`config.mk`:
```
export PLATFORM = sky130hd
export DESIGN_NAME = wdt_two_stage
export DESIGN_NICKNAME = d
export VERILOG_FILES = /design/src/rtl/wdt_pkg.sv /design/src/rtl/wdt_regs.sv /design/src/rtl/wdt_counter.sv /design/src/rtl/wdt_status.sv /design/src/rtl/wdt_two_stage.sv
export SDC_FILE = /design/constraint.sdc
export NUM_CORES = 1
export LEC_CHECK = 0
export ABC_AREA = 1
export BUFFER_PORTS_ARGS = -buffer_cell sky130_fd_sc_hd__buf_4
export CAP_MARGIN = 20
export CORE_MARGIN = 3
export CORE_UTILIZATION = 60
export CTS_CLUSTER_SIZE = 10
export DETAILED_ROUTE_END_ITERATION = 10
export GPL_TIMING_DRIVEN = 0
export HOLD_SLACK_MARGIN = 0.06
export PLACE_DENSITY = 0.87
export SYNTH_ARGS = -nofsm -noshare
export SYNTH_HDL_FRONTEND = slang
export SYNTH_SLANG_ARGS = --single-unit
```
`constraint.sdc`:
```
create_clock -name clk -period 4.98 [get_ports clk]
set_clock_uncertainty 0.1 [all_clocks]
set_input_delay 0.498 -clock clk [delete_from_list [all_inputs] [get_ports clk]]
set_output_delay 0.498 -clock clk [all_outputs]
set_load 0.01 [all_outputs]
```
`src/rtl/wdt_pkg.sv`:
```
package wdt_pkg;
  localparam int DATA_W = 16;
  localparam int ADDR_W = 3;

  typedef enum logic [ADDR_W-1:0] {
    A_COUNT = 3'd0,
    A_STS1  = 3'd1,
    A_STS2  = 3'd2,
    A_CTRL  = 3'd3,
    A_INIT  = 3'd4,
    A_IRQEN = 3'd5
  } wdt_addr_e;

  localparam int HALT_BIT     = 11;
  localparam int NOREBOOT_BIT = 0;
  localparam int FIRST_BIT    = 3;
  localparam int SECOND_BIT   = 1;
  localparam int BOOT_BIT     = 2;
  localparam int IRQEN_BIT    = 13;

  localparam logic [DATA_W-1:0] RELOAD_KEY = 16'h0001;
endpackage

```
`src/rtl/wdt_regs.sv`:
```
module wdt_regs
  import wdt_pkg::*;
#(
  parameter int CNT_W    = 10,
  parameter int MIN_INIT = 4,
  parameter int INIT_RST = 4
) (
  input  logic              clk,
  input  logic              rst,
  input  logic              wr_en,
  input  logic [ADDR_W-1:0] addr,
  input  logic [DATA_W-1:0] wdata,
  output logic              halt,
  output logic              noreboot,
  output logic              irq_en,
  output logic [CNT_W-1:0]  init_val,
  output logic [DATA_W-CNT_W-1:0] init_hi,
  output logic              reload
);
  localparam logic [CNT_W-1:0] MIN_V = CNT_W'(MIN_INIT);
  localparam logic [CNT_W-1:0] RST_V = CNT_W'(INIT_RST);

  logic init_ok;

  assign init_ok = (wdata[CNT_W-1:0] >= MIN_V);
  assign reload  = wr_en && (addr == A_COUNT) && (wdata == RELOAD_KEY);

  always_ff @(posedge clk) begin
    if (rst) begin
      halt     <= 1'b1;
      noreboot <= 1'b1;
      irq_en   <= 1'b0;
      init_val <= RST_V;
      init_hi  <= '0;
    end else if (wr_en) begin
      case (addr)
        A_CTRL: begin
          halt     <= wdata[HALT_BIT];
          noreboot <= wdata[NOREBOOT_BIT];
        end
        A_INIT: begin
          init_hi <= wdata[DATA_W-1:CNT_W];
          if (init_ok) init_val <= wdata[CNT_W-1:0];
        end
        A_IRQEN: irq_en <= wdata[IRQEN_BIT];
        default: ;
      endcase
    end
  end

  // the stored initial value never drops below the legal floor
  p_init_floor_r3: assert property (@(posedge clk) disable iff (rst)
    init_val >= MIN_V);

  // a write with an illegal low field leaves the value alone
  p_reject_low_r3: assert property (@(posedge clk) disable iff (rst)
    (wr_en && addr == A_INIT && wdata[CNT_W-1:0] < MIN_V) |=> $stable(init_val));
endmodule

```
`src/rtl/wdt_counter.sv`:
```
module wdt_counter #(
  parameter int CNT_W    = 10,
  parameter int INIT_RST = 4
) (
  input  logic             clk,
  input  logic             rst,
  input  logic             tick,
  input  logic             halt,
  input  logic             reload,
  input  logic [CNT_W-1:0] init_val,
  output logic [CNT_W-1:0] cnt,
  output logic             expire
);
  localparam logic [CNT_W-1:0] RST_V = CNT_W'(INIT_RST);

  logic run;

  assign run    = tick && !halt;
  assign expire = run && !reload && (cnt == '0);

  always_ff @(posedge clk) begin
    if (rst)             cnt <= RST_V;
    else if (reload)     cnt <= init_val;
    else if (run) begin
      if (cnt == '0)     cnt <= init_val;
      else               cnt <= cnt - 1'b1;
    end
  end

  // a halted counter without reload keeps its value
  p_halt_freeze_r5: assert property (@(posedge clk) disable iff (rst)
    (halt && !reload) |=> $stable(cnt));

  // a reload lands the programmed value
  p_reload_load_r4: assert property (@(posedge clk) disable iff (rst)
    reload |=> (cnt == $past(init_val)));

  // a running tick on a nonzero count steps down by one
  p_step_down_r1: assert property (@(posedge clk) disable iff (rst)
    (run && !reload && cnt != '0) |=> (cnt == $past(cnt) - 1'b1));
endmodule

```
`src/rtl/wdt_status.sv`:
```
module wdt_status
  import wdt_pkg::*;
(
  input  logic              clk,
  input  logic              rst,
  input  logic              expire,
  input  logic              wr_en,
  input  logic [ADDR_W-1:0] addr,
  input  logic [DATA_W-1:0] wdata,
  input  logic              noreboot,
  input  logic              irq_en,
  output logic              first_to,
  output logic              second_to,
  output logic              boot_sts,
  output logic              irq,
  output logic              rst_req
);
  logic clr_first, clr_second, clr_boot, stage2;

  assign clr_first  = wr_en && (addr == A_STS1) && wdata[FIRST_BIT];
  assign clr_second = wr_en && (addr == A_STS2) && wdata[SECOND_BIT];
  assign clr_boot   = wr_en && (addr == A_STS2) && wdata[BOOT_BIT];
  assign stage2     = expire && first_to;

  always_ff @(posedge clk) begin
    if (rst) begin
      first_to  <= 1'b0;
      second_to <= 1'b0;
      boot_sts  <= 1'b0;
      rst_req   <= 1'b0;
    end else begin
      if (expire)          first_to  <= 1'b1;
      else if (clr_first)  first_to  <= 1'b0;
      if (stage2)          second_to <= 1'b1;
      else if (clr_second) second_to <= 1'b0;
      if (stage2)          boot_sts  <= 1'b1;
      else if (clr_boot)   boot_sts  <= 1'b0;
      rst_req <= stage2 && !noreboot;
    end
  end

  assign irq = first_to && irq_en;

  // the reset request never lasts longer than one clock
  p_req_one_clock_r7: assert property (@(posedge clk) disable iff (rst)
    rst_req |=> !rst_req);

  // the second-timeout flag only rises after a first timeout
  p_second_after_first_r7: assert property (@(posedge clk) disable iff (rst)
    $rose(second_to) |-> $past(first_to));

  // no reset request follows a cycle with no-reboot set
  p_noreboot_mask_r9: assert property (@(posedge clk) disable iff (rst)
    noreboot |=> !rst_req);

  // every request is recorded in status 2
  p_req_recorded_r9: assert property (@(posedge clk) disable iff (rst)
    rst_req |-> second_to);
endmodule

```
`src/rtl/wdt_two_stage.sv`:
```
module wdt_two_stage
  import wdt_pkg::*;
#(
  parameter int CNT_W    = 10,
  parameter int MIN_INIT = 4,
  parameter int INIT_RST = 4
) (
  input  logic        clk,
  input  logic        rst,
  input  logic        tick_i,
  input  logic        wr_en_i,
  input  logic        rd_en_i,
  input  logic [2:0]  addr_i,
  input  logic [15:0] wdata_i,
  output logic [15:0] rdata_o,
  output logic        irq_o,
  output logic        rst_req_o
);
  logic                    halt, noreboot, irq_en, reload, expire;
  logic [CNT_W-1:0]        init_val, cnt;
  logic [DATA_W-CNT_W-1:0] init_hi;
  logic                    first_to, second_to, boot_sts;
  logic [DATA_W-1:0]       rd_word, rdata_q;

  wdt_regs #(.CNT_W(CNT_W), .MIN_INIT(MIN_INIT), .INIT_RST(INIT_RST)) u_regs (
    .clk(clk), .rst(rst), .wr_en(wr_en_i), .addr(addr_i), .wdata(wdata_i),
    .halt(halt), .noreboot(noreboot), .irq_en(irq_en),
    .init_val(init_val), .init_hi(init_hi), .reload(reload)
  );

  wdt_counter #(.CNT_W(CNT_W), .INIT_RST(INIT_RST)) u_cnt (
    .clk(clk), .rst(rst), .tick(tick_i), .halt(halt), .reload(reload),
    .init_val(init_val), .cnt(cnt), .expire(expire)
  );

  wdt_status u_sts (
    .clk(clk), .rst(rst), .expire(expire), .wr_en(wr_en_i), .addr(addr_i),
    .wdata(wdata_i), .noreboot(noreboot), .irq_en(irq_en),
    .first_to(first_to), .second_to(second_to), .boot_sts(boot_sts),
    .irq(irq_o), .rst_req(rst_req_o)
  );

  always_comb begin
    rd_word = '0;
    case (addr_i)
      A_COUNT: rd_word[CNT_W-1:0] = cnt;
      A_STS1:  rd_word[FIRST_BIT] = first_to;
      A_STS2: begin
        rd_word[SECOND_BIT] = second_to;
        rd_word[BOOT_BIT]   = boot_sts;
      end
      A_CTRL: begin
        rd_word[HALT_BIT]     = halt;
        rd_word[NOREBOOT_BIT] = noreboot;
      end
      A_INIT:  rd_word = {init_hi, init_val};
      A_IRQEN: rd_word[IRQEN_BIT] = irq_en;
      default: rd_word = '0;
    endcase
  end

  always_ff @(posedge clk) begin
    if (rst)          rdata_q <= '0;
    else if (rd_en_i) rdata_q <= rd_word;
  end

  assign rdata_o = rdata_q;

  // unmapped addresses return zero one cycle later
  p_unmapped_zero_r12: assert property (@(posedge clk) disable iff (rst)
    (rd_en_i && addr_i > 3'd5) |=> (rdata_o == '0));
endmodule

```
After elaboration in Yosys (flattened, before gate mapping)
Index checks and enable logic that the tools add are counted.
Widths: inputs -> output; s select.
- register bits after elaboration: 49
- input bits: 24
- output and inout port bits: 18
- word-level logic and storage cells: 63
- add/sub/neg operators: 1
- $lt $le $gt $ge: 1
- equality and inequality tests: 6
- multiplexer cells: 18
- reduce and logical (&&, ||, !) cells: 26
- operators with widths (operator ; count):
    $mux 10 ; 3
    $eq 16x1->1 const B ; 1
    $logic_and 1x1->1 ; 13
    $pmux 6 s2 ; 1
    $ge 10x3->1 const B ; 1
    $logic_not 10->1 ; 1
    $sub 10x1->10 const B ; 1
    $mux 1 ; 8
    $reduce_bool 2->1 ; 4
    $eq 3x2->1 const B ; 2
    $eq 3x3->1 const B ; 2
    $pmux 1 s3 ; 2
    $pmux 2 s3 ; 1
    $reduce_and 2->1 ; 3
    $pmux 1 s2 ; 2
    $eq 3x1->1 const B ; 1
    $logic_not 1->1 ; 3
    $logic_not 3->1 ; 1
    $reduce_and 3->1 ; 1
    $mux 2 ; 1

Depth between registers and ports, before layout
- depth in word-level cells: 8
- mapped depth: 11
- mapped depth without buffers: 11

Cells and area by module
Synthesis repeated with hierarchy kept, for this count alone.
- cells, all modules: 413
- area, all modules: 2656.3 um2
- modules (own cells, without submodules) (module ; times used ; cells an instance ; area an instance (um2) ; seq. area each (um2)):
    wdt_regs ; 1 ; 127 ; 877.1 ; 380.4
    wdt_two_stage ; 1 ; 130 ; 828.3 ; 320.3
    wdt_counter ; 1 ; 132 ; 782.0 ; 200.2
    wdt_status ; 1 ; 24 ; 168.9 ; 80.1

Least setup slack after synthesis
No wires, ideal clock.
- kind: register -> register
- from: register u_cnt.cnt[0]
- to: register u_cnt.cnt[2]
- library setup time: 0.129 ns
- arrival time: 1.388 ns
- required time: 4.751 ns
- path slack: 3.363 ns
- cell stages (with the launch flop): 11
- path buffers: 1
- clock period less this slack: 1.617 ns
- cells stage by stage: dfxtp_1 -> inv_1 -> ha_1 -> nand3_2 -> nor2_2 -> nand3_2 -> nand2_4 -> buf_6 -> nand2_1 -> nand3_1 -> nand3_1
- word-level cells in the longest chain between the ends: 4
- elaborated cells between the ends (all ways): 5
- classes of those cells: 1 x add/sub; 3 x mux; 1 x reduce/logical
- RTL lines (what ; RTL line ; source):
    start, declared ; wdt_counter.sv:11 ; output logic [CNT_W-1:0] cnt,
    start signal, assigned ; wdt_counter.sv:23 ; else if (reload) cnt <= init_val;
    start signal, assigned ; wdt_counter.sv:25 ; if (cnt == '0) cnt <= init_val;
    start signal, assigned ; wdt_counter.sv:26 ; else cnt <= cnt - 1'b1;
    $sub 10x1->10 or $logic_not 10->1 (tied branches) ; wdt_counter.sv:26, wdt_counter.sv:25 ;
    $mux 10 * ; wdt_counter.sv:25 ;
    $mux 10 * ; wdt_counter.sv:24 ; else if (run) begin
    $mux 10 * ; wdt_counter.sv:23 ;
Every way passes the cells marked *; elsewhere a longest branch is shown, timed or not. The select of a mux whose other input is x is not followed.
A chain may end at the register's enable or synchronous reset.

Worst setup path after layout
Ends and elaborated chain as after synthesis.

==> flow_metrics.tcl <==
set metrics [dict create \
    synth_top_area_share 0.3810 \
    grt_util_all_layers 0.2664 \
    cts_tree "built" \
    finalSetupViolCount 0 \
    dp.final_hpwl_um 4788 \
    h-tree-depth 2 \
    leakage_uw 0.001411 \
    rsz0062_at_grt "false" \
    drt-initial-drc-count 142 \
    fin_util 0.7527 \
    yosysUniqueCellTypes 37 \
    min_period_ps 1894 \
    end_kind "flop" \
    cts.clk_slew.worst_paths_ps 90 \
    avgSynthCellArea_um2 7.274 \
    synth_simple_gate_area_frac 0.2784 \
    die_x_um 71.51 \
    ys_ff_latch 49 \
    ys.flop_type "dfxtp_1" \
    ant_nets 0 \
    endpoint "u_cnt.cnt[2]" \
    ir_drop_v 0.0002821 \
    grt_pass1_vias 2441 \
    antenna_found_initial 0 \
    hp-class "in2reg" \
    die_h_um 71.51 \
    hold_violations 0 \
    total_power_uw 809.7 \
    synth_xor_area_frac 0.006803 \
    antenna_cells 0 \
    status "finished clean" \
    ctsHoldBuffers 0 \
    synthAdderAreaFrac 0.004859 \
    fin_ws_ps 3086 \
    synth_compound_area_frac 0.2046 \
    num-nets-final 426 \
    place.gp.congestion 0.8799 \
    synth_top_family_by_area "simple AND/OR/NAND/NOR gates" \
    netlist_area_um2 2575 \
    relSlewSlack 0.6169 \
    synth_most_common_cell "nand2_1" \
    cp.arrival_ps 1980 \
    fp-row-count 23 \
    drtPass1Iterations 4 \
    synth_mux_area_frac 0 \
    crit_path_start_kind "flop" \
    grt_overflow_total 0 \
    clockBufferDepth 2 \
    yosysWarningCount 0 \
    grt_max_degree 15 \
    insertion_delay_ps 300 \
    rrSetupSlack_ps 3090 \
    dp_slack_ps 3016 \
    critPathRequiredTime_ps 5060 \
    reg2reg_to "u_cnt.cnt[2]" \
    cts_resized 0 \
    timing.hold.ws_ps 329.9 \
    drt_wl_total_um 6385 \
    portBuffers 40 \
    period_share 0.3803 \
    drive_above_1_share 0.2289 \
    clock-sinks 49 \
    ys_top_cells_by_area "dfxtp_1 (38%), nand2_1 (8.2%), inv_1 (7.7%)" \
    crit_type "reg2reg" \
    slew_violations 0 \
    syn_nets 379 \
    die_area_um2 5114 \
    timing.rr.start "u_cnt.cnt[0]" \
    max_cap_viol_count 0 \
    async_flop_share 0 \
    post-route-drc-count 0 \
    wl_per_cell_um 14.13 \
    vias 2511 \
    netlist_instances 354 \
    crit_path_start "u_cnt.cnt[0]" \
    cts_inserted_buffers 5 \
    synth_largest_area_cell "dfxtp_1" \
    setup_tns_ps 0 \
    seq_area_frac_synth 0.3810 \
    post_cts_buffers 0 \
    reg2reg_depth 10 \
    tightest_slew_ps 574.6 \
    cts_root_buffer "clkbuf_8" \
    viasPerCell 5.555 \
    num_io_pins 42 \
    syn_to_final_growth_pct 18.61 \
    fmax_mhz 528.0 \
    grt_pass1_wl_um 10820 \
    cp_max_fo 10 \
    start_util 0.6346 \
    power_density_nw_per_um2 265.1 \
    synth_common_cells "nand2_1 (56), inv_1 (53), dfxtp_1 (49)" \
    coreArea_um2 4058 \
    synth_edf_count 0 \
]
[worst max-delay path: stages (launching register included)]
cell and delay [ps]:
dfxtp_1 340, inv_1 130, ha_1 220, nand3_2 110
nor2_2 190, nand3_2 180, nand2_4 130, buf_6 150
nand2_1 60, nand3_1 80, nand3_1 70
[area by class of cell]
type / count / area [µm²]
multi-input combinational: 231 / 1274
fill: 317 / 1003
sequential: 49 / 980.9
timing repair buffer: 40 / 300.3
inverter: 61 / 231.5
buffer: 13 / 88.84
clock buffer: 7 / 86.33
tap: 50 / 62.56
clock inverter: 1 / 30.03
[placed cells by master, fill, tap and decap left out, types with 2 or more instances in the layout]
master	netlist	final
nand2_1	56	56
inv_1	53	53
dfxtp_1	49	49
nor2_1	40	40
buf_4	0	40
o21ai_0	35	35
a21oi_1	23	23
nand3_1	15	15
o221ai_1	10	10
inv_2	7	7
clkbuf_1	6	7
o21ai_1	6	6
nand3_2	6	6
clkbuf_8	0	6
buf_6	5	5
a21oi_2	5	5
nand2_4	3	3
nand2_2	3	3
nor3_1	3	3
nor2_2	3	3
nor2_4	2	2
nor2_8	2	2
buf_2	2	2
o21ai_2	2	2
o211ai_1	2	2
xor2_1	2	2
nand4_1	2	2
[worst min-delay path by stage]
stage | start | to | depth (start not counted)
finish | wdata_i[0] | u_regs.noreboot | 3
global route | wdata_i[15] | u_regs.init_hi[5] | 3
CTS | wdata_i[0] | u_regs.noreboot | 3
detailed placement | u_regs.noreboot | u_sts.rst_req | 1
global placement | u_regs.init_hi[3] | u_regs.init_hi[3] | 2
floorplan | u_regs.noreboot | u_sts.rst_req | 1
[power by group]
group / switching, µW / total (µW) / internal [µW]
Sequential: 7.28 / 412 / 405
Clock: 131 / 294 / 164
Combinational: 61.7 / 103 / 41.6
Total: 200 / 810 / 610
[sequential cells by signal, summed over array words and instances (netlist names)]
register	flops
rdata_o	16
u_cnt.cnt	10
u_regs.halt	1
u_regs.init_hi	6
u_regs.init_val	10
u_regs.irq_en	1
u_regs.noreboot	1
u_sts.boot_sts	1
u_sts.first_to	1
u_sts.rst_req	1
u_sts.second_to	1
[routing by layer]
layer | up-vias | GRT usage | share of wire
li1 | 1238 | - | -
met1 | 1179 | 0.3263 | 0.43
met2 | 79 | 0.4520 | 0.48
met3 | 15 | 0.05049 | 0.061
met4 | 0 | 0.1211 | 0.024
met5 | - | 0 | 0
[per-stage QoR]
step	cells	cell area, µm²
floorplan	354	2575
global route	452	3054
finish	452	3054
CTS	452	3054
detailed placement	444	2938
global placement	444	2938
[logic make-up after synthesis]
group / count (synthesis)
AOI/OAI and AO/OA: 88
xor gates and xnor gates: 2
adders and majority gates: 1
buffers and inverters: 74
DFF: 49
and+or+nand+nor: 140
(Power assumes the default switching activity.)
